### config.mk
export PLATFORM = sky130hd
export DESIGN_NAME = rtc_calendar_core
export DESIGN_NICKNAME = d
export VERILOG_FILES = /design/src/rtl/rtcc_pkg.sv /design/src/rtl/rtcc_prescaler.sv /design/src/rtl/rtcc_bcd_field.sv /design/src/rtl/rtcc_freeze_view.sv /design/src/rtl/rtc_calendar_core.sv
export SDC_FILE = /design/constraint.sdc
export NUM_CORES = 1
export LEC_CHECK = 0
export ABC_AREA = 1
export BUFFER_PORTS_ARGS = -buffer_cell sky130_fd_sc_hd__buf_2
export CORE_UTILIZATION = 35
export CTS_CLUSTER_SIZE = 8
export DETAILED_ROUTE_END_ITERATION = 16
export GPL_ROUTABILITY_DRIVEN = 0
export HOLD_SLACK_MARGIN = 0.08
export REMOVE_ABC_BUFFERS = 1
export SYNTH_ARGS = -nofsm -noshare
export SYNTH_HDL_FRONTEND = slang
export SYNTH_HIERARCHICAL = 1
export SYNTH_SLANG_ARGS = --single-unit
### constraint.sdc
create_clock -name clk -period 6.07 [get_ports clk]
set_input_delay 0 -clock clk [delete_from_list [all_inputs] [get_ports clk]]
set_output_delay 0 -clock clk [all_outputs]
set_load 0.02 [all_outputs]
### src/rtl/rtcc_pkg.sv
`timescale 1ns/1ps
package rtcc_pkg;
  localparam int FIELD_CNT = 7;
  localparam int IX_SEC   = 0;
  localparam int IX_MIN   = 1;
  localparam int IX_HOUR  = 2;
  localparam int IX_DOW   = 3;
  localparam int IX_DATE  = 4;
  localparam int IX_MONTH = 5;
  localparam int IX_YEAR  = 6;

  typedef logic [7:0] bcd8_t;

  // lowest legal value of each field, also its reset value (index 6 leftmost)
  localparam logic [FIELD_CNT-1:0][7:0] FLD_BASE =
    {8'h00, 8'h01, 8'h01, 8'h01, 8'h00, 8'h00, 8'h00};

  function automatic bcd8_t bcd_inc(bcd8_t v);
    if (v[3:0] >= 4'd9) return {v[7:4] + 4'd1, 4'd0};
    return {v[7:4], v[3:0] + 4'd1};
  endfunction

  function automatic logic [6:0] bcd_to_bin(bcd8_t v);
    return ({3'b000, v[7:4]} * 7'd10) + {3'b000, v[3:0]};
  endfunction

  function automatic bcd8_t bin_to_bcd(logic [6:0] b);
    logic [6:0] tens;
    logic [6:0] ones;
    tens = b / 7'd10;
    ones = b % 7'd10;
    return {tens[3:0], ones[3:0]};
  endfunction

  // year in BCD divisible by four: odd tens digit needs ones 2/6, even needs 0/4/8
  function automatic logic is_leap(bcd8_t y);
    if (y[4]) return (y[3:0] == 4'd2) || (y[3:0] == 4'd6);
    return (y[3:0] == 4'd0) || (y[3:0] == 4'd4) || (y[3:0] == 4'd8);
  endfunction

  function automatic bcd8_t month_last(bcd8_t m, logic leap);
    case (m)
      8'h02:                      return leap ? 8'h29 : 8'h28;
      8'h04, 8'h06, 8'h09, 8'h11: return 8'h30;
      default:                    return 8'h31;
    endcase
  endfunction

  // internal 24-hour BCD value to the presented form
  function automatic bcd8_t hour_to_ext(bcd8_t h24, logic m12);
    logic [6:0] b;
    logic [6:0] h12;
    logic       pm;
    bcd8_t      e;
    b   = bcd_to_bin(h24);
    pm  = (b >= 7'd12);
    h12 = (b == 7'd0) ? 7'd12 : ((b > 7'd12) ? b - 7'd12 : b);
    e   = bin_to_bcd(h12);
    if (!m12) return {2'b00, h24[5:0]};
    return {1'b1, 1'b0, pm, e[4:0]};
  endfunction

  // written byte (either form) to the internal 24-hour BCD value
  function automatic bcd8_t hour_from_ext(bcd8_t d);
    logic [6:0] h;
    logic [6:0] b;
    h = bcd_to_bin({3'b000, d[4:0]});
    b = ((h == 7'd12) ? 7'd0 : h) + (d[5] ? 7'd12 : 7'd0);
    if (d[7]) return bin_to_bcd(b);
    return {2'b00, d[5:0]};
  endfunction
endpackage

### src/rtl/rtcc_prescaler.sv
`timescale 1ns/1ps
module rtcc_prescaler #(
  parameter int TICKS_PER_SEC = 4
) (
  input  logic clk,
  input  logic rst_n,
  input  logic tick_i,
  input  logic clear_i,
  output logic step_o
);
  localparam int CW = (TICKS_PER_SEC > 1) ? $clog2(TICKS_PER_SEC) : 1;
  localparam logic [CW-1:0] LAST = CW'(TICKS_PER_SEC - 1);

  logic [CW-1:0] cnt_q;

  assign step_o = tick_i && !clear_i && (cnt_q == LAST);

  always_ff @(posedge clk) begin
    if (!rst_n || clear_i) cnt_q <= '0;
    else if (tick_i)       cnt_q <= (cnt_q == LAST) ? '0 : cnt_q + 1'b1;
  end
endmodule

### src/rtl/rtcc_bcd_field.sv
`timescale 1ns/1ps
module rtcc_bcd_field
  import rtcc_pkg::*;
#(
  parameter bcd8_t LOW = 8'h00
) (
  input  logic  clk,
  input  logic  rst_n,
  input  logic  step_i,
  input  logic  load_i,
  input  bcd8_t load_val_i,
  input  bcd8_t top_i,
  output bcd8_t val_o,
  output bcd8_t nxt_o,
  output logic  wrap_o
);
  bcd8_t val_q;

  assign val_o  = val_q;
  assign wrap_o = step_i && !load_i && (val_q == top_i);

  always_comb begin
    if (load_i)      nxt_o = load_val_i;
    else if (step_i) nxt_o = (val_q == top_i) ? LOW : bcd_inc(val_q);
    else             nxt_o = val_q;
  end

  always_ff @(posedge clk) begin
    if (!rst_n) val_q <= LOW;
    else        val_q <= nxt_o;
  end
endmodule

### src/rtl/rtcc_freeze_view.sv
`timescale 1ns/1ps
module rtcc_freeze_view #(
  parameter int N = 7,
  parameter logic [N-1:0][7:0] RST = '0
) (
  input  logic              clk,
  input  logic              rst_n,
  input  logic              freeze_i,
  input  logic [N-1:0][7:0] live_i,
  input  logic [N-1:0][7:0] live_nxt_i,
  output logic [N-1:0][7:0] view_o
);
  logic [N-1:0][7:0] snap_q;

  for (genvar g = 0; g < N; g++) begin : g_snap
    // capture the value the live field takes at this edge
    always_ff @(posedge clk) begin
      if (!rst_n)         snap_q[g] <= RST[g];
      else if (!freeze_i) snap_q[g] <= live_nxt_i[g];
    end
    assign view_o[g] = freeze_i ? snap_q[g] : live_i[g];
  end
endmodule

### src/rtl/rtc_calendar_core.sv
`timescale 1ns/1ps
module rtc_calendar_core
  import rtcc_pkg::*;
#(
  parameter int TICKS_PER_SEC = 4
) (
  input  logic       clk,
  input  logic       rst_n,
  input  logic       tick_i,
  input  logic       mode_12h_i,
  input  logic       wr_en_i,
  input  logic [2:0] wr_addr_i,
  input  logic [7:0] wr_data_i,
  input  logic       freeze_i,
  output logic [7:0] sec_o,
  output logic [7:0] min_o,
  output logic [7:0] hour_o,
  output logic [7:0] dow_o,
  output logic [7:0] date_o,
  output logic [7:0] month_o,
  output logic [7:0] year_o,
  output logic [6:0] roll_o
);
  logic [FIELD_CNT-1:0]      load;
  logic [FIELD_CNT-1:0]      step;
  logic [FIELD_CNT-1:0]      wrap;
  logic [FIELD_CNT-1:0][7:0] top;
  logic [FIELD_CNT-1:0][7:0] load_val;
  logic [FIELD_CNT-1:0][7:0] live_q;
  logic [FIELD_CNT-1:0][7:0] live_d;
  logic [FIELD_CNT-1:0][7:0] view;
  logic [FIELD_CNT-1:0]      roll_q;
  logic                      sec_step;

  for (genvar g = 0; g < FIELD_CNT; g++) begin : g_load
    assign load[g] = wr_en_i && (wr_addr_i == 3'(g));
  end

  rtcc_prescaler #(.TICKS_PER_SEC(TICKS_PER_SEC)) u_presc (
    .clk     (clk),
    .rst_n   (rst_n),
    .tick_i  (tick_i),
    .clear_i (load[IX_SEC]),
    .step_o  (sec_step)
  );

  // carry chain: day-of-week and date both step on the hour wrap
  assign step[IX_SEC]   = sec_step;
  assign step[IX_MIN]   = wrap[IX_SEC];
  assign step[IX_HOUR]  = wrap[IX_MIN];
  assign step[IX_DOW]   = wrap[IX_HOUR];
  assign step[IX_DATE]  = wrap[IX_HOUR];
  assign step[IX_MONTH] = wrap[IX_DATE];
  assign step[IX_YEAR]  = wrap[IX_MONTH];

  assign top[IX_SEC]   = 8'h59;
  assign top[IX_MIN]   = 8'h59;
  assign top[IX_HOUR]  = 8'h23;
  assign top[IX_DOW]   = 8'h07;
  assign top[IX_DATE]  = month_last(live_q[IX_MONTH], is_leap(live_q[IX_YEAR]));
  assign top[IX_MONTH] = 8'h12;
  assign top[IX_YEAR]  = 8'h99;

  for (genvar g = 0; g < FIELD_CNT; g++) begin : g_fld
    if (g == IX_HOUR) begin : g_hr
      assign load_val[g] = hour_from_ext(wr_data_i);
    end else begin : g_plain
      assign load_val[g] = wr_data_i;
    end
    rtcc_bcd_field #(.LOW(FLD_BASE[g])) u_fld (
      .clk        (clk),
      .rst_n      (rst_n),
      .step_i     (step[g]),
      .load_i     (load[g]),
      .load_val_i (load_val[g]),
      .top_i      (top[g]),
      .val_o      (live_q[g]),
      .nxt_o      (live_d[g]),
      .wrap_o     (wrap[g])
    );
  end

  always_ff @(posedge clk) begin
    if (!rst_n) roll_q <= '0;
    else        roll_q <= wrap;
  end

  rtcc_freeze_view #(.N(FIELD_CNT), .RST(FLD_BASE)) u_view (
    .clk        (clk),
    .rst_n      (rst_n),
    .freeze_i   (freeze_i),
    .live_i     (live_q),
    .live_nxt_i (live_d),
    .view_o     (view)
  );

  assign sec_o   = view[IX_SEC];
  assign min_o   = view[IX_MIN];
  assign hour_o  = hour_to_ext(view[IX_HOUR], mode_12h_i);
  assign dow_o   = view[IX_DOW];
  assign date_o  = view[IX_DATE];
  assign month_o = view[IX_MONTH];
  assign year_o  = view[IX_YEAR];
  assign roll_o  = roll_q;
endmodule

Word level (Yosys, flattened, before mapping)
Cells that the tools add are included.

operators by class
  add/subtract/negate cells = 19
  multipliers = 2
  divide/modulo/power cells = 4
  magnitude comparators = 9
  equal/unequal tests = 24
  multiplexer cells = 77
  reductions and logical operators = 39

operators by type and width
  operator                                                        count
  2-to-1 mux 8 bit                                                45
  adder 4 x 1 -> 4 bit (second input constant)                    14
  >= comparator 4 bit (second input constant)                     7
  2-to-1 mux 1 bit                                                26
  == test 8 x 3 -> 1 bit (second input constant)                  3
  logical AND 1 bit                                               23
  == test 8 x 5 -> 1 bit (second input constant)                  2
  == test 8 x 7 -> 1 bit (second input constant)                  2
  divider 7 x 4 -> 7 bit (second input constant)                  2
  modulo 7 x 4 -> 7 bit (second input constant)                   2
  2-to-1 mux 7 bit                                                2
  one-hot mux 5 bit (2 select lines)                              1
  == test 3 bit (second input constant)                           3
  == test 4 x 3 -> 1 bit (second input constant)                  2
  == test 8 x 2 -> 1 bit (second input constant)                  1
  == test 8 x 4 -> 1 bit (second input constant)                  1
  == test 8 x 6 -> 1 bit                                          1
  == test 8 x 6 -> 1 bit (second input constant)                  1
  == test 8 bit (second input constant)                           1
  zero test 1 bit                                                 8
  adder 6 x 4 -> 7 bit                                            1
  adder 7 x 4 -> 7 bit                                            1
  >= comparator 7 x 4 -> 1 bit (second input constant)            1
  greater-than comparator 7 x 4 -> 1 bit (second input constant)  1
  19 further kinds                                                23

storage, ports and cells
  bits in registers = 121
  input bits = 17
  output and inout bits = 63
  logic and storage cells = 190

Depth between registers and ports, before layout
Gate-level depths: netlist of the first run.

  depth in word-level cells = 21
  gate-level depth with buffers = 38
  mapped depth without buffers = 36

By module
The synthesis of the first run kept the hierarchy.

by module, submodules not included
  module                                instances  cells each  area an instance (um^2)  sequential area each (um^2)
  rtcc_bcd_field at g_fld[0].u_fld ...  4          122         779.5                    160.2
  rtcc_freeze_view                      1          361         2389.8                   1121.1
  rtcc_bcd_field at g_fld[3].u_fld ...  3          118         739.5                    160.2
  rtc_calendar_core                     1          272         1704.1                   140.1
  rtcc_prescaler                        1          15          107.6                    40.0

Worst setup path before layout of the first run
No wires, ideal clock.

  kind = register to register
  start point = register u_presc.cnt_q[0]
  end point = register u_view/snap_q[53] (netlist bit)
  arrival time = 4.177 ns
  required time = 6.000 ns
  slack = 1.822 ns
  stages on the path, launching flop included = 22
  path buffers = 0
  cell sequence = dfxtp_1 ha_1 inv_1 nor3_2 nand3_2 nor2_1 nand3_2 nor2_1 nand3_2 nor2_1 nand3_2 nor2_1 nand3_2 nor2_1 bufinv_8 nor2_4 nand2_1 o21ai_1 nand3_2 nand2_1 nand2_1 a21oi_1

RTL lines
  item                             line                    source
  from (decl)                      rtcc_prescaler.sv:14    logic [CW-1:0] cnt_q;
  from (signal assigned)           rtcc_prescaler.sv:20    else if (tick_i) cnt_q <= (cnt_q == LAST) ? '0 : cnt_q + 1'b1;
  to (signal, indexed assignment)  rtcc_freeze_view.sv:18  if (!rst_n) snap_q[g] <= RST[g];
  to (signal, indexed assignment)  rtcc_freeze_view.sv:19  else if (!freeze_i) snap_q[g] <= live_nxt_i[g];
  to (decl)                        rtcc_freeze_view.sv:13  logic [N-1:0][7:0] snap_q;

==> flow_metrics.py, run 1 <==
metrics = {
    "floorplanning": {
        "die_area_sq_mm": 0.0279,
        "die_h_um": 167,
        "rows": 60,
        "core_area_sq_mm": 0.0269,
        "die_x_um": 167,
        "io_pins": 80,
        "start_util": 0.355,
    },
    "clocking": {
        "cts_max_level": 4,
        "clkTransAtPathRegs_ns": 0.06,
        "cts_max_path_buffers": 2,
        "insertion_delay_ns": 0.43,
        "postCtsHoldBufs": 6,
        "cts-root-buf": "clkbuf_16",
        "post-cts-setup-buffer-count": 0,
        "cts_tree": "built",
        "cts_num_sinks": 121,
        "cts_resized": 0,
        "numCtsBuffers": 17,
    },
    "routing": {
        "drt-initial-drc-count": 522,
        "drc_errors": 0,
        "via_count": 9110,
        "drtAntennaViolNets": 0,
        "viasPerCell": 4.59,
        "wl_per_cell_um": 12.7,
        "routed_wl_mm": 25.3,
        "first_pass_iters": 5,
    },
    "final_layout": {
        "syn_to_final_growth_pct": 15.9,
        "drive_gt1_frac": 0.164,
        "num-nets-final": 1695,
        "diodes": 0,
    },
    "setup_path": {
        "endpoint": "u_view/snap_q[50]$_SDFFE_PN0N_",
        "worstSetupPathType": "register to register",
        "ff2ff_path_depth": 21,
        "path_depth": 21,
        "slowest_stage": "dfxtp_1",
        "critPathBufInv": 2,
        "startpoint": "g_fld[0].u_fld/val_o[3]$_SDFF_PN0_",
        "path_cells": "xnor2_1 -> nand2_1 -> nor2_2 -> nand3_2 -> nor2_1 -> nand3_2 -> nor2_1 -> nand3_2 -> nor2_1 -> nand3_2 -> nor2_1 -> nand3_2 -> nor2_1 -> bufinv_8 -> nor2_1 -> nand3_1 -> nand2_1 -> nand2_1 -> inv_1 -> nand2_1 -> a21oi_1",
        "rrSetupSlack_ns": 0.73,
        "crit_path_frequent_cell": "nor2_1",
        "r2r_end": "u_view/snap_q[50]$_SDFFE_PN0N_",
        "path_max_fanout": 8,
        "required_ns": 6.42,
        "reg2reg_from": "g_fld[0].u_fld/val_o[3]$_SDFF_PN0_",
        "crit_path_end_kind": "register",
        "worstPathArrival_ns": 5.68,
        "cpPeakStageDelay_ns": 0.54,
        "start_kind": "register",
        "cp_top_family": "simple AND/OR/NAND/NOR gates",
    },
    "timing": {
        "setup_tns_ns": 0,
        "fin_crit_sh": 0.879,
        "hold_violations": 0,
        "setup_ws_ns": 0.732,
        "maxSlewViolCount": 0,
        "rsz0062_at_grt": "no",
        "finalSetupViolations": 0,
        "worstMarginPinSlew_ns": 0.908,
        "relSlewSlack": 0.393,
        "max_freq_ghz": 0.187,
        "clock_skew_ns": 0.00970,
        "min_period_ns": 5.34,
    },
    "synth": {
        "muxShareOfSynthArea": 0.00105,
        "yosys.cell_types.count": 49,
        "yosysSeqAreaShare": 0.254,
        "syn_area_sq_mm": 0.00954,
        "yosysWarnings": 6,
        "synth_top_family_by_area": "simple AND/OR/NAND/NOR gates",
        "syn_inst": 1490,
        "synth_compound_area_frac": 0.0935,
        "synth-main-ff-cell": "dfxtp_1",
        "synthAdderAreaFrac": 0.0653,
        "synth-xor-area-share": 0.0533,
        "ys_ff_latch": 121,
        "syn_avg_cell_area_sq_um": 6.40,
        "ys_async_sr_fraction": 0,
        "synth-simple-area-share": 0.419,
        "synth_edf_count": 0,
    },
    "global_routing": {
        "grt_antenna_before_repair": 0,
        "grt_remaining_overflow": 0,
        "grt_pass1_wl_mm": 42.4,
        "grt_max_degree": 79,
        "grt_usage": 0.189,
        "grt_pass1_vias": 8646,
    },
    "power_and_ir_drop": {
        "internal-power_mw": 1.64,
        "irDropWorstVdd_uv": 194,
        "switchingPower_uw": 722,
        "p_sw_frac": 0.305,
        "power_density_mw_per_mm2": 214,
        "leakagePower_nw": 5.67,
        "combPwrFrac": 0.191,
        "pwr-share-seq": 0.355,
        "clock_power_share": 0.454,
    },
    "min_path": {
        "min_delay_path_depth": 3,
        "min_path_type": "input port to register",
    },
    "placement": {
        "dpl.hpwl_mm": 18.4,
        "place_worst_setup_slack_ns": 0.799,
        "port_buffers": 78,
    },
    "job": {
        "maxCapViolations": 0,
    },
    "run_status": {
        "status": "finished clean",
    },
}
[flip-flops by register name, summed over array words and instances, names as in the netlist]
| signal | count |
|---|---|
| u_view/snap_q | 56 |
| roll_o | 7 |
| u_presc/cnt_q | 2 |
| g_fld.u_fld/val_o | 56 |
[per-stage QoR]
step                       util  hold slack [ns]  total power, mW  std cells  instance area (sq um)
after CTS                 0.411            0.107             2.39       1984                  11100
after global routing      0.411            0.160             2.48       1984                  11100
final                     0.411            0.132             2.36       1984                  11100
after floorplan               -                0             1.19       1521                   9500
after detailed placement  0.386            0.300             1.30       1946                  10400
after global placement    0.386            0.288             1.29       1946                  10400
[cells in the final DEF (no fill, tap or decap), types with 9 or more instances in the layout]
cell and n:
a21oi_1 111, buf_2 78, clkbuf_16 17, conb_1 75, dfxtp_1 121, ha_1 45, inv_1 168, inv_2 16
nand2_1 554, nand2_2 28, nand2_4 9, nand3_1 84, nand3_2 24, nand4_1 16, nor2_1 80, nor2_2 13
nor2_4 10, o21ai_0 16, o21ai_1 10, or2_2 29, xnor2_1 41, xor2_1 17
[tightest hold or removal path: cells and delay by family]
| kind | cells | cell delay, ns |
|---|---|---|
| AO/OA/AOI/OAI | 1 | 0.06 |
| buffers and inverters | 1 | 0.29 |
| AND/OR/NAND/NOR | 1 | 0.15 |
[synthesized netlist by cell type (all sizes together) (2+ instances only)]
library cell / instances / area (sq um)
nand2: 591 / 2360
inv: 185 / 694
dfxtp: 121 / 2420
a21oi: 120 / 642
nand3: 113 / 748
nor2: 105 / 534
ha: 45 / 563
xnor2: 41 / 359
buf: 34 / 283
or2: 30 / 188
o21ai: 27 / 139
xor2: 17 / 149
nand4: 16 / 100
nor3: 9 / 50.1
clkbuf: 8 / 30.0
a31oi: 4 / 25.0
bufinv: 4 / 70.1
fa: 3 / 60.1
a211oi: 2 / 15.0
conb: 2 / 7.51
[power groups by stage]
stage | logic, mW | registers (mW) | clock network, mW
4_1_cts | 0.454 | 0.838 | 1.10
5_1_grt | 0.513 | 0.842 | 1.13
3_5_place_dp | 0.448 | 0.856 | 0
3_3_place_gp | 0.439 | 0.856 | 0
2_1_floorplan | 0.337 | 0.849 | 0
6_report | 0.452 | 0.839 | 1.07
[cell families after synthesis]
| family | Yosys count |
|---|---|
| simple gates | 867 |
| buf+inv | 231 |
| compound gates | 162 |
| flops | 121 |
| xor+xnor | 58 |
| fa+ha+maj | 48 |
| other cells | 2 |
| mux | 1 |
[layer usage]
metal  global-route usage  vias up  routed length, um
li1                     -     4859                  -
met5                    0        -                  0
met2                0.324      147              12000
met3               0.0297       26                737
met1                0.239     4078              12000
met4               0.0608        0                475
[worst min-delay path by stage]
stage,startpoint,to,slack [ns]
6_report,freeze_i,u_view/snap_q[41]$_SDFFE_PN0N_,0.13
5_1_grt,wr_addr_i[1],g_fld[6].u_fld/val_o[5]$_SDFF_PN0_,0.16
4_1_cts,wr_addr_i[1],g_fld[6].u_fld/val_o[7]$_SDFF_PN0_,0.11
3_5_place_dp,tick_i,u_presc/cnt_q[0]$_SDFFE_PP0P_,0.30
3_3_place_gp,tick_i,u_presc/cnt_q[1]$_SDFFE_PP0P_,0.29
2_1_floorplan,mode_12h_i,hour_o[7],0
[area by class of cell]
cell class,count,area (sq um)
Timing Repair Buffer,90,508
Tap cell,341,427
Clock inverter,13,168
Multi-Input combinational cell,1211,6310
Fill cell,2873,15800
Inverter,189,766
Clock buffer,19,453
Sequential cell,121,2420
Note: power is estimated with default switching activity, not from simulation.
==> inputs of run 2 (changes only) <==
--- a/config.mk
+++ b/config.mk
@@ -11,6 +11,7 @@
 export CTS_CLUSTER_SIZE = 8
 export DETAILED_ROUTE_END_ITERATION = 16
 export GPL_ROUTABILITY_DRIVEN = 0
+export GPL_TIMING_DRIVEN = 0
 export HOLD_SLACK_MARGIN = 0.08
 export REMOVE_ABC_BUFFERS = 1
 export SYNTH_ARGS = -nofsm -noshare
==> run 2 against run 1 <==
Net effect:
- maximum frequency shrank 0.52%
- sequential share of layout area is essentially flat
- via count shrank 1.3%
- critical path depth is the same
- register-to-register slack lost 0.03 ns
- combinational power shrank 1%
- final cell count shrank 0.25%
- core utilization is essentially flat
- die area is the same
- largest power group unchanged
- highest routed layer unchanged
==> flow_metrics.py, run 2 (same netlist as run 1, synthesis figures left out) <==
metrics = {
    "timing": {
        "clock_skew_ns": 0.00961,
        "rsz0062_at_grt": "no",
        "fin_crit_sh": 0.884,
        "maxSlewViolCount": 0,
        "finalSetupViolations": 0,
        "hold_violations": 0,
        "setup_ws_ns": 0.704,
        "setup_tns_ns": 0,
        "relSlewSlack": 0.201,
        "min_period_ns": 5.37,
        "holdWs_ns": 0.175,
        "max_freq_ghz": 0.186,
        "worstMarginPinSlew_ns": 1.19,
    },
    "clocking": {
        "clkTransAtPathRegs_ns": 0.06,
        "insertion_delay_ns": 0.42,
        "numCtsBuffers": 17,
        "cts-root-buf": "clkbuf_16",
        "cts_max_level": 4,
        "cts_tree": "built",
        "cts_max_path_buffers": 2,
        "cts_num_sinks": 121,
    },
    "run_status": {
        "status": "finished clean",
    },
    "final_layout": {
        "layout_commonest_cell": "nand2_1",
        "num-nets-final": 1690,
        "layoutNonFillerInstCount": 1979,
        "finalInstanceArea_sq_mm": 0.0111,
        "syn_to_final_growth_pct": 16.0,
        "drive_gt1_frac": 0.162,
        "fin_util": 0.412,
        "layout_common_cells": "554 x nand2_1, 168 x inv_1, 121 x dfxtp_1, 111 x a21oi_1, 84 x nand3_1",
        "diodes": 0,
    },
    "setup_path": {
        "path_max_fanout": 11,
        "worstPathArrival_ns": 5.69,
        "path_cells": "ha_1 -> inv_1 -> nor3_2 -> nand3_2 -> nor2_1 -> nand3_2 -> nor2_2 -> nand3_2 -> nor2_4 -> nand3_2 -> nor2_1 -> nand3_2 -> nor2_1 -> bufinv_8 -> nor2_1 -> nand3_1 -> nand2_1 -> nand2_1 -> inv_1 -> nand2_1 -> a21oi_1",
        "endpoint": "u_view/snap_q[48]$_SDFFE_PN0N_",
        "crit_path_frequent_cell": "nand3_2",
        "reg2reg_from": "u_presc/cnt_q[0]$_SDFFE_PP0P_",
        "crit_path_end_kind": "register",
        "startpoint": "u_presc/cnt_q[0]$_SDFFE_PP0P_",
        "r2r_end": "u_view/snap_q[48]$_SDFFE_PN0N_",
        "ff2ff_path_depth": 21,
        "required_ns": 6.40,
        "worstSetupPathType": "register to register",
        "cpPeakStageDelay_ns": 0.50,
        "slowest_stage": "nor2_1",
        "rrSetupSlack_ns": 0.70,
        "start_kind": "register",
    },
    "job": {
        "maxCapViolations": 0,
    },
    "power_and_ir_drop": {
        "power_density_mw_per_mm2": 218,
        "irDropWorstVdd_uv": 204,
        "total_power_mw": 2.41,
        "leakagePower_nw": 5.67,
    },
    "routing": {
        "drtAntennaViolNets": 0,
        "drt-initial-drc-count": 483,
        "routed_wl_mm": 24.1,
        "drc_errors": 0,
        "first_pass_iters": 5,
        "wl_per_cell_um": 12.2,
        "viasPerCell": 4.54,
        "via_count": 8989,
    },
    "floorplanning": {
        "die_h_um": 167,
        "die_area_sq_mm": 0.0279,
        "start_util": 0.355,
        "die_x_um": 167,
        "core_area_sq_mm": 0.0269,
        "rows": 60,
        "io_pins": 80,
    },
    "global_routing": {
        "grt_pass1_vias": 8145,
        "grt_remaining_overflow": 0,
        "grt_usage": 0.178,
        "grt_max_degree": 69,
        "grt_antenna_before_repair": 0,
        "grt_pass1_wl_mm": 40.1,
    },
    "placement": {
        "dpl.hpwl_mm": 17.1,
        "placedCellCount": 1941,
        "port_buffers": 78,
        "place_area_sq_mm": 0.0103,
        "place_worst_setup_slack_ns": -0.0590,
    },
    "min_path": {
        "min_path_type": "input port to register",
    },
}
-- run 2: cell types whose count changed in the layout (fill, tap and decap cells not counted), moves of 2 or more --
| cell | before | now |
|---|---|---|
| buf_4 | 5 | 0 |
| bufinv_16 | 3 | 5 |
| clkinv_2 | 2 | 4 |
| clkinv_4 | 2 | 0 |
| inv_6 | 2 | 0 |
| nor2_1 | 80 | 78 |
-- run 2: final cells by class --
class                   count  area [sq um]
inverters                 189           767
fillers                  2878         15800
multi-input cells        1211          6320
flip-flops and latches    121          2420
well taps                 341           427
clock buffers              19           443
clock inverters            13           200
repair buffers             85           480
-- run 2: worst min-delay path by stage --
stage	start	endpoint	slack, ns	cells after the start
floorplan	mode_12h_i	hour_o[7]	0	0
global placement	tick_i	u_presc/cnt_q[0]$_SDFFE_PP0P_	0.28	3
detailed placement	tick_i	u_presc/cnt_q[1]$_SDFFE_PP0P_	0.29	3
CTS	wr_data_i[0]	g_fld[4].u_fld/val_o[0]$_SDFF_PN1_	0.16	4
global route	wr_data_i[0]	g_fld[3].u_fld/val_o[0]$_SDFF_PN1_	0.20	4
finish	wr_data_i[0]	g_fld[4].u_fld/val_o[0]$_SDFF_PN1_	0.18	4
-- run 2: timing repair --
item                                    CTS  global route
setup buffers                             0             0
endpoints found under the hold margin    37             0
resized for setup                         1             3
hold buffers                              6             0
endpoints found under the setup margin    4            18
-- run 2: metal layers --
layer	up-vias	share of wire	GRT usage
met5	-	0	0
met4	0	0.012	0.0515
met3	21	0.024	0.0261
met2	116	0.47	0.301
met1	3991	0.49	0.233
li1	4861	-	-
-- run 2: where the power goes --
| group | switching (mW) | total [mW] | internal, mW |
|---|---|---|---|
| sequential | 0.0234 | 0.838 | 0.815 |
| clock | 0.390 | 1.13 | 0.736 |
| combinational | 0.291 | 0.447 | 0.156 |
| total | 0.704 | 2.41 | 1.71 |
-- run 2: worst max-delay path: cells and delay by family (launching register included) --
kind	cells	cell delay, ns
and+or+nand+nor	16	4.19
DFF	1	0.35
buffers and inverters	3	0.41
adders and majority gates	1	0.16
AOI/OAI and AO/OA	1	0.15
